==> config.mk <==
export PLATFORM = sky130hd
export DESIGN_NAME = line_field_mem
export DESIGN_NICKNAME = d
export VERILOG_FILES = /design/src/rtl/line_field_pkg.sv /design/src/rtl/scan_cursor.sv /design/src/rtl/field_array.sv /design/src/rtl/line_field_mem.sv
export SDC_FILE = /design/constraint.sdc
export NUM_CORES = 2
export LEC_CHECK = 0
export BUFFER_PORTS_ARGS = -buffer_cell sky130_fd_sc_hd__clkbuf_2
export CAP_MARGIN = 30
export CORE_MARGIN = 4
export CORE_UTILIZATION = 30
export CTS_BUF_LIST = sky130_fd_sc_hd__clkbuf_4 sky130_fd_sc_hd__clkbuf_8 sky130_fd_sc_hd__clkbuf_16
export DETAILED_ROUTE_END_ITERATION = 7
export HOLD_SLACK_MARGIN = 0.1
export SLEW_MARGIN = 10
export SYNTH_ARGS = -nofsm -noshare
export SYNTH_HDL_FRONTEND = slang
export SYNTH_HIERARCHICAL = 1
export SYNTH_SLANG_ARGS = --single-unit
==> constraint.sdc <==
create_clock -name clk_i -period 8.15 [get_ports clk_i]
set_input_delay 1.2225 -clock clk_i [delete_from_list [all_inputs] [get_ports clk_i]]
set_output_delay 1.2225 -clock clk_i [all_outputs]
set_load 0.02 [all_outputs]
==> src/rtl/line_field_pkg.sv <==
package line_field_pkg;
  // protect-bit positions used in luma/chroma mode
  localparam int unsigned YC_LUMA_MBIT   = 1;
  localparam int unsigned YC_CHROMA_MBIT = 0;

  // what a load does with the cursor
  typedef enum logic {
    LOAD_PARKS   = 1'b0,  // load only positions the cursor
    LOAD_FETCHES = 1'b1   // load accesses the loaded pixel and steps past it
  } load_mode_e;
endpackage

==> src/rtl/scan_cursor.sv <==
module scan_cursor
  import line_field_pkg::*;
#(
  parameter int unsigned WORDS = 12,
  parameter int unsigned LINES = 5,
  parameter load_mode_e  MODE  = LOAD_PARKS,
  localparam int unsigned LW = $clog2(LINES),
  localparam int unsigned WW = $clog2(WORDS),
  localparam int unsigned IW = $clog2(WORDS * LINES)
) (
  input  logic          clk_i,
  input  logic          rst_ni,
  input  logic          load_i,
  input  logic          step_i,
  input  logic [LW-1:0] line_i,
  input  logic [WW-1:0] word_i,
  output logic          hit_o,
  output logic [IW-1:0] idx_o
);
  localparam logic [LW-1:0] LAST_LINE = LW'(LINES - 1);
  localparam logic [WW-1:0] LAST_WORD = WW'(WORDS - 1);

  logic [LW-1:0] line_q, line_d, ld_line, sel_line, adv_line_in, adv_line;
  logic [WW-1:0] word_q, word_d, ld_word, sel_word, adv_word_in, adv_word;

  // out-of-range coordinates collapse to 0
  assign ld_line = (line_i <= LAST_LINE) ? line_i : '0;
  assign ld_word = (word_i <= LAST_WORD) ? word_i : '0;

  assign sel_line = load_i ? ld_line : line_q;
  assign sel_word = load_i ? ld_word : word_q;

  generate
    if (MODE == LOAD_FETCHES) begin : g_fetch
      assign hit_o       = load_i | step_i;
      assign adv_line_in = sel_line;
      assign adv_word_in = sel_word;
    end else begin : g_park
      assign hit_o       = step_i & ~load_i;
      assign adv_line_in = line_q;
      assign adv_word_in = word_q;
    end
  endgenerate

  always_comb begin
    adv_line = adv_line_in;
    adv_word = adv_word_in + WW'(1);
    if (adv_word_in == LAST_WORD) begin
      adv_word = '0;
      adv_line = (adv_line_in == LAST_LINE) ? '0 : adv_line_in + LW'(1);
    end
  end

  always_comb begin
    line_d = line_q;
    word_d = word_q;
    if (hit_o) begin
      line_d = adv_line;
      word_d = adv_word;
    end else if (load_i) begin
      line_d = ld_line;
      word_d = ld_word;
    end
  end

  always_ff @(posedge clk_i or negedge rst_ni) begin
    if (!rst_ni) begin
      line_q <= '0;
      word_q <= '0;
    end else begin
      line_q <= line_d;
      word_q <= word_d;
    end
  end

  assign idx_o = IW'(sel_line) * IW'(WORDS) + IW'(sel_word);

  p_in_bounds_r10: assert property (@(posedge clk_i) disable iff (!rst_ni)
    (line_q <= LAST_LINE) && (word_q <= LAST_WORD));

  p_frame_wrap_r5: assert property (@(posedge clk_i) disable iff (!rst_ni)
    (step_i && !load_i && line_q == LAST_LINE && word_q == LAST_WORD)
    |=> (line_q == '0 && word_q == '0));

  p_idle_hold_r4: assert property (@(posedge clk_i) disable iff (!rst_ni)
    (!step_i && !load_i) |=> ($stable(line_q) && $stable(word_q)));
endmodule

==> src/rtl/field_array.sv <==
module field_array #(
  parameter int unsigned DEPTH = 60,
  parameter int unsigned PIX_W = 12,
  parameter int unsigned NRD   = 2,
  localparam int unsigned IW = $clog2(DEPTH)
) (
  input  logic                 clk_i,
  input  logic                 rst_ni,
  input  logic                 we_i,
  input  logic [IW-1:0]        widx_i,
  input  logic [PIX_W-1:0]     wdata_i,
  input  logic [PIX_W-1:0]     keep_i,
  input  logic [NRD-1:0]       ren_i,
  input  logic [NRD*IW-1:0]    ridx_i,
  output logic [NRD*PIX_W-1:0] rdata_o
);
  logic [PIX_W-1:0] mem_q [DEPTH];

  always_ff @(posedge clk_i) begin
    if (we_i) mem_q[widx_i] <= (mem_q[widx_i] & keep_i) | (wdata_i & ~keep_i);
  end

  for (genvar p = 0; p < NRD; p++) begin : g_rd
    logic [PIX_W-1:0] data_q;

    always_ff @(posedge clk_i or negedge rst_ni) begin
      if (!rst_ni)          data_q <= '0;
      else if (ren_i[p])    data_q <= mem_q[ridx_i[p*IW +: IW]];
    end

    assign rdata_o[p*PIX_W +: PIX_W] = data_q;

    p_rd_hold_r4: assert property (@(posedge clk_i) disable iff (!rst_ni)
      !ren_i[p] |=> $stable(rdata_o[p*PIX_W +: PIX_W]));
  end
endmodule

==> src/rtl/line_field_mem.sv <==
module line_field_mem
  import line_field_pkg::*;
#(
  parameter int unsigned WORDS  = 12,
  parameter int unsigned LINES  = 5,
  parameter int unsigned PIX_W  = 12,
  parameter int unsigned LUMA_W = 8,
  parameter int unsigned NRD    = 2,
  localparam int unsigned LW = $clog2(LINES),
  localparam int unsigned WW = $clog2(WORDS),
  localparam int unsigned IW = $clog2(WORDS * LINES)
) (
  input  logic                 clk_i,
  input  logic                 rst_ni,
  input  logic                 yc_mode_i,
  input  logic                 wr_load_i,
  input  logic [LW-1:0]        wr_line_i,
  input  logic [WW-1:0]        wr_word_i,
  input  logic                 wr_en_i,
  input  logic [PIX_W-1:0]     wr_data_i,
  input  logic [PIX_W-1:0]     wr_mask_i,
  input  logic [NRD-1:0]       rd_load_i,
  input  logic [NRD*LW-1:0]    rd_line_i,
  input  logic [NRD*WW-1:0]    rd_word_i,
  input  logic [NRD-1:0]       rd_en_i,
  output logic [NRD*PIX_W-1:0] rd_data_o
);
  localparam int unsigned CHROMA_W = PIX_W - LUMA_W;
  localparam int unsigned DEPTH    = WORDS * LINES;

  logic              wr_hit;
  logic [IW-1:0]     wr_idx;
  logic [PIX_W-1:0]  keep;
  logic [NRD-1:0]    rd_hit;
  logic [NRD*IW-1:0] rd_idx;

  assign keep = yc_mode_i
    ? {{LUMA_W{wr_mask_i[YC_LUMA_MBIT]}}, {CHROMA_W{wr_mask_i[YC_CHROMA_MBIT]}}}
    : wr_mask_i;

  scan_cursor #(.WORDS(WORDS), .LINES(LINES), .MODE(LOAD_PARKS)) u_wr_cur (
    .clk_i  (clk_i),
    .rst_ni (rst_ni),
    .load_i (wr_load_i),
    .step_i (wr_en_i),
    .line_i (wr_line_i),
    .word_i (wr_word_i),
    .hit_o  (wr_hit),
    .idx_o  (wr_idx)
  );

  for (genvar p = 0; p < NRD; p++) begin : g_rd_cur
    scan_cursor #(.WORDS(WORDS), .LINES(LINES), .MODE(LOAD_FETCHES)) u_rd_cur (
      .clk_i  (clk_i),
      .rst_ni (rst_ni),
      .load_i (rd_load_i[p]),
      .step_i (rd_en_i[p]),
      .line_i (rd_line_i[p*LW +: LW]),
      .word_i (rd_word_i[p*WW +: WW]),
      .hit_o  (rd_hit[p]),
      .idx_o  (rd_idx[p*IW +: IW])
    );
  end

  field_array #(.DEPTH(DEPTH), .PIX_W(PIX_W), .NRD(NRD)) u_array (
    .clk_i   (clk_i),
    .rst_ni  (rst_ni),
    .we_i    (wr_hit),
    .widx_i  (wr_idx),
    .wdata_i (wr_data_i),
    .keep_i  (keep),
    .ren_i   (rd_hit),
    .ridx_i  (rd_idx),
    .rdata_o (rd_data_o)
  );

  // a load on the write port must suppress the store
  p_load_blocks_write_r6: assert property (@(posedge clk_i) disable iff (!rst_ni)
    wr_load_i |-> !wr_hit);
endmodule

==> summary.md <==
| Metric | Value |
|---|---|
| Rows | `138` |
| Wire length per cell | `35.4 µm` |
| Port bufs | `77` |
| Worst setup SP type | `input port` |
| CTS max path bufs | `3` |
| Cts repair resizes | `0` |
| Placed Area | `46200 µm²` |
| H-tree depth reported by CTS | `3` |
| Grt ovf | `0` |
| Final worst path period share | `0.736` |
| RSZ-0062 raised after global routing | `no` |
| DR pass1 iterations | `6` |
| Slew HR | `0.172` |
| Ports | `78` |
| Final layout net count | `2959` |
| Worst endpoint required time | `8570 ps` |
| Post-synth top area share | `0.501` |
| GPL Wtd Cong | `1.05` |
| Residual DRC | `0` |
| Internal Pwr Total | `8.53 mW` |
| Number of global-route vias before repair | `29460` |
| Global-route wire length before repair | `237000 µm` |
| Die W | `387 µm` |
| Clock power frac | `0.283` |
| Vias | `31011` |
| Clk sinks | `765` |
| Synth area leaders | `edfxtp_1 (50%), mux4_2 (20%), mux2i_1 (6.1%)` |
| Post-synth EDFFs | `720` |
| DR vias/cell | `6.39` |
| Comb power frac | `0.347` |
| Crit Path Max Fanout | `32` |
| Initial DRC count | `5258` |
| HPWL Detailed | `117000 µm` |
| # Max-Cap Violations | `0` |
| TritonCTS clock tree | `done` |
| Peak supply drop | `0.180 mV` |
| Synthesized cell area | `43200 µm²` |
| Tightest Pin Transition | `1240 ps` |
| Synth Flop Type | `edfxtp_1` |
| Highest clock rate | `0.167 GHz` |
| Synth warnings | `6` |
| Total track usage | `0.222` |
| Largest net degree at the start of global routing | `85` |
| Tot Pwr | `13.4 mW` |
| Endpoint type of the worst setup path | `register` |
| Root Buffer | `clkbuf_16` |
| Syn avg cell area | `15.5 µm²` |
| Final Hold Viols | `0` |
| Minimum clock period | `6000 ps` |
| Postcts setup bufs | `0` |
| Area growth, synth to finish | `13.5%` |
| Syn nets | `2868` |
| Die H | `387 µm` |
| Setup Crit Path Kind | `in2reg` |
| Synth area leader | `edfxtp_1` |
| Worst skew pair latency | `670 ps` |
| Total Wirelength | `172000 µm` |
| Non-Filler Instances | `4850` |
| Placed cell count | `4683` |
| Initial Util | `0.304` |
| Layout cells sized above 1 | `0.317` |
| Sequential share of the synthesized area | `0.527` |
| Post-detailed-route count of antenna-violating nets | `0` |
| Outcome | `finished clean` |
| Inserted Clock Buffers | `83` |
| Synth async-reset ratio | `0.0588` |
| Finished Cell Area | `49000 µm²` |
| FF+latch count, synth | `765` |
| Net Sw Frac | `0.364` |
| Core Region | `142000 µm²` |
| Clk pin slew, worst setup/hold paths | `60 ps` |
| Top-count cell post-synth | `edfxtp_1` |
| Leak pwr | `15.8 nW` |
| Power Dens Cells | `273 nW/µm²` |
| Finish-stage setup viols | `0` |
| Type of the worst min-delay path | `reg2reg` |
| Psw | `4.88 mW` |
| Setup Skew | `35.6 ps` |
| WP data arrival | `6420 ps` |
| Die area | `150000 µm²` |
| Post-synthesis cell count | `2795` |
| Post-CTS Hold Fix Bufs | `0` |
| Distinct cell type count of the synthesized netlist | `90` |
| Synth top cells by count | `edfxtp_1 (720), mux4_2 (379), mux2i_1 (265), nor2_1 (132), nand2_1 (105)` |
| Flop pwr share | `0.370` |
| Post-Route Setup TNS | `0 ps` |
| Max-slew violation count | `0` |
| Initial antenna violation count | `7` |
## state kept, by name, indices dropped and copies added, names as in the netlist
signal / count
u_wr_cur/adv_line_in: 3
u_array/mem_q: 720
u_wr_cur/adv_word_in: 4
g_rd_cur.u_rd_cur/line_q: 6
g_rd_cur.u_rd_cur/word_q: 8
u_array/g_rd.data_q: 24
## power groups by stage
| stage | clock (mW) | sequential [mW] | combinational [mW] |
|---|---|---|---|
| final | 3.79 | 4.96 | 4.65 |
| after global routing | 4.02 | 4.97 | 4.72 |
| after CTS | 3.84 | 4.96 | 4.45 |
| after detailed placement | 0 | 5.04 | 4.44 |
| after global placement | 0 | 5.04 | 4.35 |
| after floorplan | 0 | 5.06 | 2.61 |
## critical path, cell delays in order
cell	delay [ps]
clkbuf_2	210
and2b_1	250
a2bb2oi_2	220
inv_1	100
ha_4	170
fa_1	980
inv_2	340
or3_1	880
o22ai_1	760
o32a_2	790
buf_4	450
## layout make-up
type	instances	area, µm²
Inverter	37	139
Sequential cell	765	22700
Tap cell	1890	2360
Fill cell	13591	93200
Timing Repair Buffer	244	2050
Antenna cell	6	15.0
Clock buffer	107	2290
Multi-Input combinational cell	1755	19000
Clock inverter	46	419
## placed cells by master, fill, tap and decap left out, types with 11 or more instances in the layout
| cell type | netlist | routed |
|---|---|---|
| clkbuf_16 | 0 | 84 |
| clkbuf_4 | 0 | 21 |
| nor2b_1 | 19 | 14 |
| nor2_2 | 8 | 27 |
| o211ai_1 | 17 | 17 |
| mux2i_1 | 265 | 265 |
| a22o_1 | 12 | 12 |
| mux2_4 | 15 | 15 |
| a221o_1 | 12 | 12 |
| o32ai_1 | 13 | 13 |
| mux2_1 | 12 | 12 |
| clkinv_1 | 1 | 14 |
| mux4_2 | 379 | 379 |
| edfxtp_1 | 720 | 720 |
| and2_1 | 11 | 11 |
| a221oi_1 | 53 | 53 |
| dfrtp_1 | 45 | 45 |
| o22ai_1 | 88 | 86 |
| nand3_1 | 34 | 34 |
| nor2_1 | 132 | 111 |
| nor3_1 | 32 | 30 |
| a211oi_1 | 25 | 25 |
| buf_12 | 3 | 16 |
| mux2_2 | 54 | 54 |
| o21ai_1 | 20 | 20 |
| clkbuf_2 | 0 | 77 |
| a31oi_1 | 14 | 11 |
| clkinv_2 | 0 | 15 |
| o21ai_0 | 73 | 73 |
| a21oi_1 | 89 | 89 |
| a22oi_1 | 57 | 57 |
| buf_8 | 4 | 16 |
| nand2_1 | 105 | 103 |
| inv_1 | 32 | 32 |
| buf_4 | 45 | 125 |
| o221ai_1 | 19 | 19 |
| nand2b_1 | 28 | 28 |
## worst paths after layout
check,from,to,slack (ps),cells after the start
worst min-delay path,u_array/g_rd[0].data_q[9],u_array/g_rd[0].data_q[9],540,2
worst max-delay path,wr_load_i,u_array/mem_q[15][5],2150,11
worst min register to register,u_array/g_rd[0].data_q[9],u_array/g_rd[0].data_q[9],540,2
max in group asynchronous,rst_ni,u_wr_cur/adv_line_in[1],6810,2
min in group asynchronous,rst_ni,g_rd_cur[0].u_rd_cur/word_q[0],740,2
worst max register to register,u_wr_cur/adv_line_in[0],u_array/mem_q[15][5],2670,10
## per-layer routing
layer  global-route usage  routed length (µm)
met5                    0                  26
met2                0.321               73000
met3               0.0879               26000
met1                0.285               61500
met4                0.117               11300
## cells by family after synthesis
logic type	after synthesis	synth area share
AND/OR/NAND/NOR	434	0.0494
AO/OA/AOI/OAI	566	0.0938
buffers and inverters	275	0.0396
XOR/XNOR	11	0.00258
flip-flops	765	0.527
adder cells (fa/ha/maj)	19	0.00655
multiplexers	725	0.281
## metrics by stage
stage	worst slack [ps]	utilization	hold WS (ps)
final	2150	0.345	537
after global routing	2070	0.345	568
after CTS	2430	0.344	531
after detailed placement	1760	0.325	517
after global placement	1690	0.322	480
after floorplan	2060	-	547
(Power assumes the default switching activity.)
